[src/rtl/addsub_pkg.sv]
package addsub_pkg;

    localparam int unsigned BYTE_W = 8;
    localparam int unsigned HALF_W = 2 * BYTE_W;
    localparam int unsigned WORD_W = 4 * BYTE_W;
    localparam int unsigned NIB_W  = BYTE_W / 2;
    localparam int unsigned OP_W   = 3;
    localparam int unsigned SZ_W   = 2;

    typedef enum logic [OP_W-1:0] {
        OP_ADD = 3'd0,
        OP_SUB = 3'd1,
        OP_INC = 3'd2,
        OP_DEC = 3'd3,
        OP_NEG = 3'd4
    } op_e;

    typedef enum logic [SZ_W-1:0] {
        SZ_BYTE = 2'd0,
        SZ_HALF = 2'd1,
        SZ_WORD = 2'd2,
        SZ_ALT  = 2'd3
    } size_e;

    typedef struct packed {
        logic cf;
        logic of;
        logic sf;
        logic zf;
        logic af;
        logic pf;
    } flags_t;

    function automatic logic op_is_borrow(input logic [OP_W-1:0] op);
        return (op == OP_SUB) || (op == OP_DEC) || (op == OP_NEG);
    endfunction

    function automatic logic op_keeps_carry(input logic [OP_W-1:0] op);
        return (op == OP_INC) || (op == OP_DEC);
    endfunction

    function automatic logic op_legal(input logic [OP_W-1:0] op);
        return op <= OP_NEG;
    endfunction

endpackage

[src/rtl/addsub_adder.sv]
module addsub_adder
    import addsub_pkg::*;
#(
    parameter int unsigned DATA_W = WORD_W
) (
    input  logic [OP_W-1:0]   op_i,
    input  logic [SZ_W-1:0]   size_i,
    input  logic [DATA_W-1:0] src_a_i,
    input  logic [DATA_W-1:0] src_b_i,
    output logic [DATA_W-1:0] sum_o,
    output logic [DATA_W:0]   carry_in_o
);

    localparam int unsigned EXT_W = DATA_W + 1;

    logic [DATA_W-1:0] width_mask;
    logic [DATA_W-1:0] opx;
    logic [DATA_W-1:0] opy;
    logic [DATA_W-1:0] opy_inv;
    logic [EXT_W-1:0]  ext_sum;
    logic              borrow_mode;

    // width mask from size select
    always_comb begin
        unique case (size_i)
            SZ_BYTE: width_mask = DATA_W'({BYTE_W{1'b1}});
            SZ_HALF: width_mask = DATA_W'({HALF_W{1'b1}});
            default: width_mask = {DATA_W{1'b1}};
        endcase
    end

    // operand steering: every operation is x + y' + cin
    always_comb begin
        borrow_mode = op_is_borrow(op_i);
        unique case (op_i)
            OP_ADD, OP_SUB: begin
                opx = src_a_i;
                opy = src_b_i;
            end
            OP_INC, OP_DEC: begin
                opx = src_a_i;
                opy = DATA_W'(1);
            end
            OP_NEG: begin
                opx = '0;
                opy = src_a_i;
            end
            default: begin
                opx = src_a_i;
                opy = src_b_i;
            end
        endcase
        opx     = opx & width_mask;
        opy     = opy & width_mask;
        opy_inv = borrow_mode ? ~opy : opy;
    end

    always_comb begin
        ext_sum = {1'b0, opx} + {1'b0, opy_inv} + EXT_W'(borrow_mode);
        sum_o   = ext_sum[DATA_W-1:0] & width_mask;
    end

    // carry into each bit position; top entry is the final carry out
    for (genvar gi = 0; gi < DATA_W; gi++) begin : g_carry
        assign carry_in_o[gi] = opx[gi] ^ opy_inv[gi] ^ ext_sum[gi];
    end
    assign carry_in_o[DATA_W] = ext_sum[DATA_W];

endmodule

[src/rtl/addsub_flag_gen.sv]
module addsub_flag_gen
    import addsub_pkg::*;
#(
    parameter int unsigned DATA_W = WORD_W
) (
    input  logic [OP_W-1:0]   op_i,
    input  logic [SZ_W-1:0]   size_i,
    input  logic [DATA_W-1:0] sum_i,
    input  logic [DATA_W:0]   carry_in_i,
    input  logic              prev_cf_i,
    output flags_t            flags_o
);

    int unsigned msb_idx;
    logic        cout_msb;
    logic        cin_msb;
    logic        nib_carry;
    logic        borrow_mode;

    always_comb begin
        unique case (size_i)
            SZ_BYTE: msb_idx = BYTE_W - 1;
            SZ_HALF: msb_idx = HALF_W - 1;
            default: msb_idx = DATA_W - 1;
        endcase
    end

    always_comb begin
        borrow_mode = op_is_borrow(op_i);
        cout_msb    = carry_in_i[msb_idx + 1];
        cin_msb     = carry_in_i[msb_idx];
        nib_carry   = carry_in_i[NIB_W];

        flags_o.cf = op_keeps_carry(op_i) ? prev_cf_i
                                          : (cout_msb ^ borrow_mode);
        flags_o.of = cout_msb ^ cin_msb;
        flags_o.sf = sum_i[msb_idx];
        flags_o.zf = (sum_i == '0);
        flags_o.af = nib_carry ^ borrow_mode;
        flags_o.pf = ~(^sum_i[BYTE_W-1:0]);
    end

endmodule

[src/rtl/addsub_flags_unit.sv]
module addsub_flags_unit
    import addsub_pkg::*;
#(
    parameter int unsigned DATA_W = WORD_W
) (
    input  logic              clk,
    input  logic              rst_n,
    input  logic              valid_i,
    input  logic [2:0]        op_i,
    input  logic [1:0]        size_i,
    input  logic [DATA_W-1:0] src_a_i,
    input  logic [DATA_W-1:0] src_b_i,
    output logic [DATA_W-1:0] result_o,
    output logic              cf_o,
    output logic              of_o,
    output logic              sf_o,
    output logic              zf_o,
    output logic              af_o,
    output logic              pf_o
);

    typedef struct packed {
        logic [DATA_W-1:0] result;
        flags_t            flags;
    } state_t;

    state_t            state_d;
    state_t            state_q;
    logic [DATA_W-1:0] sum_w;
    logic [DATA_W:0]   carry_w;
    flags_t            flags_w;
    logic              accept_w;

    addsub_adder #(.DATA_W(DATA_W)) adder_i (
        .op_i       (op_i),
        .size_i     (size_i),
        .src_a_i    (src_a_i),
        .src_b_i    (src_b_i),
        .sum_o      (sum_w),
        .carry_in_o (carry_w)
    );

    addsub_flag_gen #(.DATA_W(DATA_W)) flag_gen_i (
        .op_i       (op_i),
        .size_i     (size_i),
        .sum_i      (sum_w),
        .carry_in_i (carry_w),
        .prev_cf_i  (state_q.flags.cf),
        .flags_o    (flags_w)
    );

    always_comb begin
        accept_w = valid_i && op_legal(op_i);
        state_d  = state_q;
        if (accept_w) begin
            state_d.result = sum_w;
            state_d.flags  = flags_w;
        end
    end

    always_ff @(posedge clk or negedge rst_n) begin
        if (!rst_n) begin
            state_q <= '0;
        end else begin
            state_q <= state_d;
        end
    end

    assign result_o = state_q.result;
    assign cf_o     = state_q.flags.cf;
    assign of_o     = state_q.flags.of;
    assign sf_o     = state_q.flags.sf;
    assign zf_o     = state_q.flags.zf;
    assign af_o     = state_q.flags.af;
    assign pf_o     = state_q.flags.pf;

    // ---------------- assertions ----------------
    assert_hold_idle_R10: assert property (@(posedge clk) disable iff (!rst_n)
        (!valid_i || op_i > 3'd4) |=>
            ($stable(result_o) && $stable({cf_o, of_o, sf_o, zf_o, af_o, pf_o})));

    assert_keep_carry_R7: assert property (@(posedge clk) disable iff (!rst_n)
        (valid_i && (op_i == 3'd2 || op_i == 3'd3)) |=> (cf_o == $past(cf_o)));

    assert_zero_flag_R5: assert property (@(posedge clk) disable iff (!rst_n)
        (valid_i && op_i <= 3'd4) |=> (zf_o == (result_o == '0)));

    assert_parity_low_byte_R6: assert property (@(posedge clk) disable iff (!rst_n)
        (valid_i && op_i <= 3'd4) |=> (pf_o == ~(^result_o[BYTE_W-1:0])));

    assert_byte_upper_zero_R9: assert property (@(posedge clk) disable iff (!rst_n)
        (valid_i && op_i <= 3'd4 && size_i == 2'd0) |=>
            (result_o[DATA_W-1:BYTE_W] == '0 && sf_o == result_o[BYTE_W-1]));

    assert_neg_zero_R8: assert property (@(posedge clk) disable iff (!rst_n)
        (valid_i && op_i == 3'd4 && src_a_i == '0) |=> (!cf_o && !of_o && zf_o));

endmodule

[config.mk]
export PLATFORM = sky130hd
export DESIGN_NAME = addsub_flags_unit
export DESIGN_NICKNAME = d
export VERILOG_FILES = /design/src/rtl/addsub_pkg.sv /design/src/rtl/addsub_adder.sv /design/src/rtl/addsub_flag_gen.sv /design/src/rtl/addsub_flags_unit.sv
export SDC_FILE = /design/constraint.sdc
export NUM_CORES = 1
export LEC_CHECK = 0
export BUFFER_PORTS_ARGS = -buffer_cell sky130_fd_sc_hd__clkbuf_2
export CAP_MARGIN = 20
export CORE_ASPECT_RATIO = 0.7
export CORE_MARGIN = 4
export CORE_UTILIZATION = 51
export DETAILED_ROUTE_END_ITERATION = 8
export GPL_TIMING_DRIVEN = 0
export MAX_ROUTING_LAYER = met4
export PLACE_DENSITY = 0.79
export SLEW_MARGIN = 10
export SYNTH_ARGS = -nofsm -noshare
export SYNTH_HDL_FRONTEND = slang
export SYNTH_SLANG_ARGS = --single-unit
[constraint.sdc]
create_clock -name clk -period 0.8 [get_ports clk]
set_input_delay 0.08 -clock clk [delete_from_list [all_inputs] [get_ports clk]]
set_output_delay 0.08 -clock clk [all_outputs]
set_load 0.02 [all_outputs]
==> flow_metrics.py, run 1 <==
metrics = {
    "synthesis": {
        "synth.area.top_cells": "dfrtp_1 19%, nand2_1 11%, ha_1 8.9%",
        "synth_common_cells": "147 x nand2_1, 66 x nor2_1, 61 x a21oi_1, 43 x o21ai_0, 38 x dfrtp_1",
        "synth.avg_cell_area_um2": 7.044,
        "ys.flop_type": "dfrtp_1",
        "synth_top_cell_area_share": 0.1937,
        "synth_cells": 697,
        "async_reset_ff_frac": 1.000,
        "ys_ff_latch": 38,
        "synth-warning-count": 0,
        "yosysSeqAreaShare": 0.1937,
        "synthDistinctLibCells": 71,
        "syn_nets": 805,
        "synthesis.area_um2": 4910,
        "post-synth-top-count-cell": "nand2_1",
        "yosysTopAreaCell": "dfrtp_1",
        "synth-edff-count": 0,
    },
    "place": {
        "port_buffers": 106,
        "dp_hpwl_um": 14190,
        "gp_congestion": 1.022,
    },
    "outcome": {
        "outcome": "did not finish",
        "firstError": "[ERROR GRT-0232] Routing congestion too high. Check the congestion heatmap in the GUI.",
        "lastStage": "global routing (5_1_grt)",
    },
    "floorplanning": {
        "ios": 110,
        "fp.dieH_um": 90.09,
        "initial_utilization": 0.5327,
        "rows": 29,
        "die_x_um": 125.3,
    },
    "global_routing": {
        "grt_use_total": 1.029,
        "globalRouteOverflowTotal": 998,
        "grt_max_degree": 39,
    },
    "clocking": {
        "clockRootBuffer": "clkbuf_16",
        "cts_sinks": 38,
        "cts_made_buffers": 5,
        "clockBufferDepth": 2,
        "cts_max_level": 2,
    },
    "sta": {
        "worst_endpoint_kind": "register input",
        "grt_worst_setup_endpoint": "zf_o$_DFFE_PN0P_/D",
    },
}
## stage by stage
| stage | utilization | instance area (um^2) | setup slack, ps | cells |
|---|---|---|---|---|
| after floorplan | - | 5465 | -2456 | 697 |
| after CTS | 0.8744 | 8059 | -2555 | 1012 |
| after global placement | 0.6674 | 6151 | -3414 | 927 |
| after detailed placement | 0.6674 | 6151 | -3486 | 927 |
## timing repair
| item | CTS |
|---|---|
| pin swaps | 76 |
| cloned | 3 |
| setup buffers | 76 |
| resized for setup | 233 |
| setup endpoints to repair | 76 |
| endpoints found under the hold margin | 38 |
## layer usage
metal,GRT overflow,GRT usage
met1,23,0.9126
met2,688,1.271
met3,18,0.8406
met4,269,1.112
met5,-,-
## kinds of logic after synthesis
logic type	Yosys count	synth area share
AOI/OAI and AO/OA	243	0.3402
xor gates and xnor gates	30	0.05352
adders and majority gates	36	0.09327
buffers and inverters	67	0.05301
DFF	38	0.1937
muxes	14	0.03007
and+or+nand+nor	269	0.2362
==> run 2, diff against run 1 <==
CORE_ASPECT_RATIO = not set   (was 0.7)
CORE_UTILIZATION = 40   (was 51)
MAX_ROUTING_LAYER = not set   (was met4)
PLACE_DENSITY = not set   (was 0.79)
PLACE_DENSITY_LB_ADDON = 0.15   (was not set)
clock period = 1 ns   (was 0.8 ns; I/O delays follow)
==> run 2 against run 1 <==
Against the previous run: the flow now finishes, with violations (hold timing, setup timing); synthesized cell count unchanged; area after synthesis unchanged.
==> flow_metrics.py, run 2 <==
metrics = {
    "final_layout": {
        "num_antenna_cells": 0,
        "areaGrowthSynthToFinish_pct": 73.32,
        "final_area_um2": 8509,
        "nFillCells": 884,
        "layout-drive-gt1-share": 0.5011,
        "nets": 1014,
        "final_common_cell": "nand2_1",
        "fin_cells": 1053,
        "largest_reg_flops": 32,
        "ff_latch_area_um2": 950.9,
        "multi_input_area_um2": 5111,
        "final_cell_mix": "127 x nand2_1, 110 x clkbuf_2, 78 x buf_4",
    },
    "global_routing": {
        "grt_pass1_vias": 6107,
        "antenna_found_initial": 0,
        "globalRouteOverflowTotal": 0,
        "grt_use_total": 0.2718,
        "grt_max_degree": 39,
        "grt_pass1_wl_um": 31640,
    },
    "synthesis": {
        "ys.flop_type": "dfrtp_1",
        "synth.area.top_cells": "dfrtp_1 19%, nand2_1 11%, ha_1 8.9%",
        "synth-warning-count": 0,
        "yosysTopAreaCell": "dfrtp_1",
        "synth_cells": 697,
        "ys_ff_latch": 38,
        "synthesis.area_um2": 4910,
        "async_reset_ff_frac": 1.000,
        "synth-edff-count": 0,
        "synthDistinctLibCells": 71,
        "synth_common_cells": "147 x nand2_1, 66 x nor2_1, 61 x a21oi_1, 43 x o21ai_0, 38 x dfrtp_1",
        "synth.avg_cell_area_um2": 7.044,
        "synth_top_cell_area_share": 0.1937,
        "syn_nets": 805,
        "post-synth-top-count-cell": "nand2_1",
        "yosysSeqAreaShare": 0.1937,
    },
    "sta": {
        "hold_ws_ps": -45.83,
        "max_freq_ghz": 0.2869,
        "post-route-period-util": 3.486,
        "worstMarginPinSlew_ps": 934.9,
        "fin_ws_ps": -2486,
        "period_minus_slack_ps": 3486,
        "hold_viol": 38,
        "slew_headroom": 0.3767,
        "fin_skew_ps": 0,
        "finalSetupViolCount": 38,
        "rsz0062_at_grt": "yes",
        "slew_violations": 0,
    },
    "clocking": {
        "cts_max_level": 2,
        "cts_sinks": 38,
        "clockBufferDepth": 2,
        "clk_pin_slew_ps": 60,
        "tritoncts": "yes",
        "clockRootBuffer": "clkbuf_16",
        "clk_latency_ps": 280,
        "cts_made_buffers": 5,
    },
    "floorplanning": {
        "die_x_um": 118.8,
        "initial_utilization": 0.4088,
        "ios": 110,
        "rows": 40,
        "coreArea_um2": 12010,
        "fp.dieH_um": 118.8,
        "dieArea_um2": 14110,
    },
    "critical_path": {
        "critPathKind": "input pin to register",
        "worstSetupStartpointType": "input pin",
        "worstPathArrival_ps": 3640,
        "crit_chain": "clkbuf_16 > clkbuf_16 > buf_12 > clkbuf_16 > nand2_4 > nand3_4 > buf_6 > fa_2 > nor2b_4 > o2111ai_4 > a21oi_4 > o2111ai_2 > nand2_2 > a311oi_2 > o21bai_1 > a31oi_4 > xnor2_2 > o41ai_4",
        "max_stage_delay_ps": 420,
        "cp_common_cell": "clkbuf_16",
        "worstPathMaxFanout": 10,
        "crit_family": "compound AO/OA/AOI/OAI gates",
        "cp.required_ps": 1160,
        "crit_buf_inv": 5,
        "worstSetupEndpointType": "register",
        "slowest_stage": "o41ai_4",
    },
    "route": {
        "dr_total_vias": 6499,
        "first_pass_iters": 5,
        "vias_per_cell": 6.172,
        "wl_per_cell_um": 20.72,
        "routed_wl_um": 21810,
        "ant_nets": 0,
        "drc": 0,
        "drtIter0Drc": 559,
    },
    "power": {
        "ir_worst_vdd_uv": 648.2,
        "cellLeakagePower_nw": 3.800,
        "power_density_nw_per_um2": 1350,
    },
    "place": {
        "dp_hpwl_um": 14300,
        "port_buffers": 106,
        "gp_congestion": 0.9715,
        "dp_cells": 950,
        "place_area_um2": 6180,
    },
    "run": {
        "cap_violations": 0,
    },
    "min_path": {
        "hp-class": "input pin to async pin",
    },
    "outcome": {
        "outcome": "finished with violations",
        "violations": "hold timing, setup timing",
    },
}
==> run 2: cell counts after synthesis <==
Identical to the previous run, type by type.
==> run 2: worst reg2reg max path: stages (launching register included) <==
cell and delay (ps):
dfrtp_1 440, a21boi_0 190, a41oi_4 250, o41ai_4 130
==> run 2: cell type report <==
class	instances	share of cell area
buffer	41	0.06631
timing repair buffer	206	0.1709
tap	147	0.02161
inverter	22	0.01323
sequential	38	0.1117
multi-input combinational	592	0.6006
clock buffer	7	0.01559
==> run 2: stage by stage <==
step	worst slack (ps)	power (mW)	util	setup TNS [ps]
2_1_floorplan	-2276	5.902	-	-54420
3_3_place_gp	-3360	7.285	0.5145	-78100
3_5_place_dp	-3381	7.380	0.5145	-79760
4_1_cts	-2364	10.35	0.6544	-57070
5_1_grt	-2524	12.09	0.7084	-64500
6_report	-2486	11.48	0.7084	-61840
==> run 2: timing repair <==
item                                    4_1_cts  5_1_grt
cloned                                        4        1
endpoints found under the setup margin       38       39
gates resized for setup                     195       98
pin swaps                                    56       63
buffers inserted                             62       36
endpoints found under the hold margin        38        0
==> run 2: cell families (layout without fill, tap and decap cells) <==
group	count (synthesis)	count (layout)	synth area share
AND/OR/NAND/NOR	269	269	0.2362
AO/OA/AOI/OAI	243	243	0.3402
buffers and inverters	67	276	0.05301
flip-flops	38	38	0.1937
adder cells (fa/ha/maj)	36	36	0.09327
XOR/XNOR	30	30	0.05352
multiplexers	14	14	0.03007
==> run 2: final timing paths <==
check	startpoint	end	slack, ps	cells past startpoint
worst min register to register	result_o[18]	result_o[18]	460	2
max in group asynchronous	rst_n	result_o[29]	460	1
worst min-delay path	rst_n	result_o[3]	-50	1
worst max register to register	cf_o	cf_o	-150	3
min in group clk	src_a_i[0]	result_o[0]	260	3
worst max-delay path	op_i[2]	cf_o	-2490	18
==> run 2: where the power goes <==
group | leakage, nW | switching (mW) | internal [mW] | total, mW
clock | 0.0640 | 0.554 | 0.911 | 1.46
sequential | 0.479 | 0.214 | 1.92 | 2.13
combinational | 3.26 | 4.31 | 3.58 | 7.89
total | 3.80 | 5.08 | 6.41 | 11.5
==> run 2: routing by layer <==
metal	global-route usage	up-vias	wire, um
li1	-	2958	-
met3	0.03014	79	1713
met5	0	-	0
met4	0.09776	0	833
met2	0.4341	409	9966
met1	0.3790	3053	9299
Power figures use the tool's default switching activity.
==> run 3, diff against run 2 <==
SYNTH_HIERARCHICAL = 1   (was not set)
clock period = 4.1 ns   (was 1 ns; I/O delays follow)
==> run 3 against run 2 <==
Against the previous run: clock power shrank 74%; final cell count grew 3.0%; critical endpoint unchanged; largest power group unchanged; highest routed layer unchanged; register-to-register slack improved by 3300 ps; largest cell class unchanged; sequential power shrank 76%; the flow now finishes without violations; critical path type unchanged.
==> flow_metrics.py, run 3 <==
metrics = {
    "sta": {
        "worstMarginPinSlew_ps": 949.6,
        "fin_skew_ps": 0,
        "post-route-period-util": 0.9727,
        "max_freq_ghz": 0.2508,
        "slew_headroom": 0.3669,
        "finalSetupViolCount": 0,
        "slew_violations": 0,
        "hold_viol": 0,
        "rsz0062_at_grt": "yes",
        "fin_ws_ps": 112.0,
        "period_minus_slack_ps": 3988,
    },
    "route": {
        "routed_wl_um": 18860,
        "vias_per_cell": 5.810,
        "drc": 0,
        "wl_per_cell_um": 17.39,
        "drtIter0Drc": 663,
        "dr_total_vias": 6304,
        "ant_nets": 0,
        "first_pass_iters": 5,
    },
    "floorplanning": {
        "fp.dieH_um": 127.5,
        "dieArea_um2": 16270,
        "die_x_um": 127.5,
        "rows": 43,
        "coreArea_um2": 13930,
        "initial_utilization": 0.4102,
        "ios": 110,
    },
    "critical_path": {
        "worstSetupEndpointType": "register",
        "cp.required_ps": 4290,
        "max_stage_delay_ps": 370,
        "worstSetupStartpointType": "input pin",
        "r2r_start": "cf_o",
        "worstPathArrival_ps": 4180,
        "worstPathMaxFanout": 10,
        "slowest_stage": "or3_4",
        "critPathKind": "input pin to register",
        "cp_common_cell": "clkbuf_16",
        "reg2reg_slack_ps": 3100,
        "r2r_end": "cf_o",
        "crit_chain": "clkbuf_16 > clkbuf_16 > nor3_4 > a21oi_2 > buf_4 > nor2b_2 > clkbuf_8 > buf_8 > a211o_1 > ha_4 > buf_6 > and3_1 > a32o_1 > or3_4 > o21ai_4 > o211ai_1 > a31o_1 > mux2i_4 > mux2i_1 > o22a_1 > nand2_1 > o32ai_2",
        "reg2regPathDepth": 5,
    },
    "final_layout": {
        "num_antenna_cells": 0,
        "fin_cells": 1085,
        "layout-drive-gt1-share": 0.3149,
        "areaGrowthSynthToFinish_pct": 27.74,
        "nets": 1012,
        "final_cell_mix": "122 x clkbuf_2, 87 x nand2_1, 60 x a21oi_1",
        "final_area_um2": 7301,
        "final_common_cell": "clkbuf_2",
        "largest_reg_flops": 32,
    },
    "clocking": {
        "postCtsHoldBufs": 0,
        "clk_latency_ps": 280,
        "tritoncts": "yes",
        "clockBufferDepth": 2,
        "cts_max_level": 2,
        "cts_sinks": 38,
        "clk_pin_slew_ps": 60,
        "clockRootBuffer": "clkbuf_16",
        "cts_made_buffers": 5,
    },
    "global_routing": {
        "grt_pass1_wl_um": 30570,
        "grtUsageMet1": 0.3453,
        "grt_use_total": 0.2242,
        "globalRouteOverflowTotal": 0,
        "grt_pass1_vias": 5945,
        "grtUsageMet2": 0.3413,
        "grt-busiest-layer": "met1",
        "grt_max_degree": 39,
        "antenna_found_initial": 0,
        "grt.met3_usage": 0.01589,
    },
    "place": {
        "dp_cells": 1063,
        "place_area_um2": 6495,
        "dp_slack_ps": -1191,
        "dp_hpwl_um": 14660,
        "port_buffers": 109,
        "gp_congestion": 0.9387,
    },
    "synthesis": {
        "synthesis.area_um2": 5715,
        "synth.avg_cell_area_um2": 7.384,
        "synth-warning-count": 6,
        "syn_nets": 882,
        "synth_cells": 774,
    },
    "outcome": {
        "outcome": "complete, no violations",
    },
    "power": {
        "power_density_nw_per_um2": 324.4,
        "cellLeakagePower_nw": 3.393,
        "ir_worst_vdd_uv": 160.3,
    },
    "run": {
        "cap_violations": 0,
    },
    "min_path": {
        "hp-class": "input pin to async pin",
    },
}
run 3: layout make-up:
type	count	area [um^2]
fillers	1423	6634
multi-input cells	612	4554
flip-flops and latches	38	950.9
repair buffers	134	805.8
plain buffers	56	402.9
well taps	180	225.2
inverters	57	214.0
clock buffers	7	142.6
clock inverters	1	5.005
run 3: worst max path at each step:
stage / to / depth (start not counted) / slack (ps) / start
after floorplan: cf_o / 21 / 30 / op_i[1]
after global placement: cf_o / 22 / -1260 / op_i[1]
after detailed placement: cf_o / 22 / -1190 / op_i[1]
after CTS: zf_o / 22 / 2 / op_i[1]
after global routing: zf_o / 20 / -50 / op_i[1]
final: cf_o / 22 / 110 / op_i[1]
run 3: routing by layer:
layer / share of wire / vias to the layer above / wire length [um]
met5: 0 / - / 0
met4: 0.011 / 0 / 211
met3: 0.055 / 20 / 1034
met2: 0.44 / 229 / 8227
met1: 0.50 / 2930 / 9391
li1: - / 3125 / -
run 3: critical path, delay by kind of cell:
kind / cells / cell delay [ps]
adder cells (fa/ha/maj): 1 / 230
AND/OR/NAND/NOR: 5 / 670
multiplexers: 2 / 410
AO/OA/AOI/OAI: 8 / 1600
buffers and inverters: 6 / 840
run 3: where the power goes:
group / total [mW] / switching, mW / internal, mW / leakage, nW
clock: 0.385 / 0.144 / 0.241 / 0.0739
combinational: 1.47 / 0.834 / 0.640 / 2.83
sequential: 0.509 / 0.0484 / 0.461 / 0.488
total: 2.37 / 1.03 / 1.34 / 3.39
run 3: stage by stage:
step | hold WS, ps | setup TNS [ps] | power [mW] | utilization
2_1_floorplan | 114.4 | 0 | 1.469 | -
3_3_place_gp | 537.1 | -11790 | 1.835 | 0.4661
3_5_place_dp | 538.3 | -10610 | 1.837 | 0.4661
4_1_cts | 298.2 | 0 | 2.297 | 0.5033
5_1_grt | 332.0 | -54.23 | 2.548 | 0.5239
6_report | 265.9 | 0 | 2.368 | 0.5239
run 3: timing repair:
| action | CTS | global route |
|---|---|---|
| setup endpoints to repair | 18 | 4 |
| pin swaps | 17 | 26 |
| resized for setup | 73 | 77 |
| setup buffers | 15 | 10 |
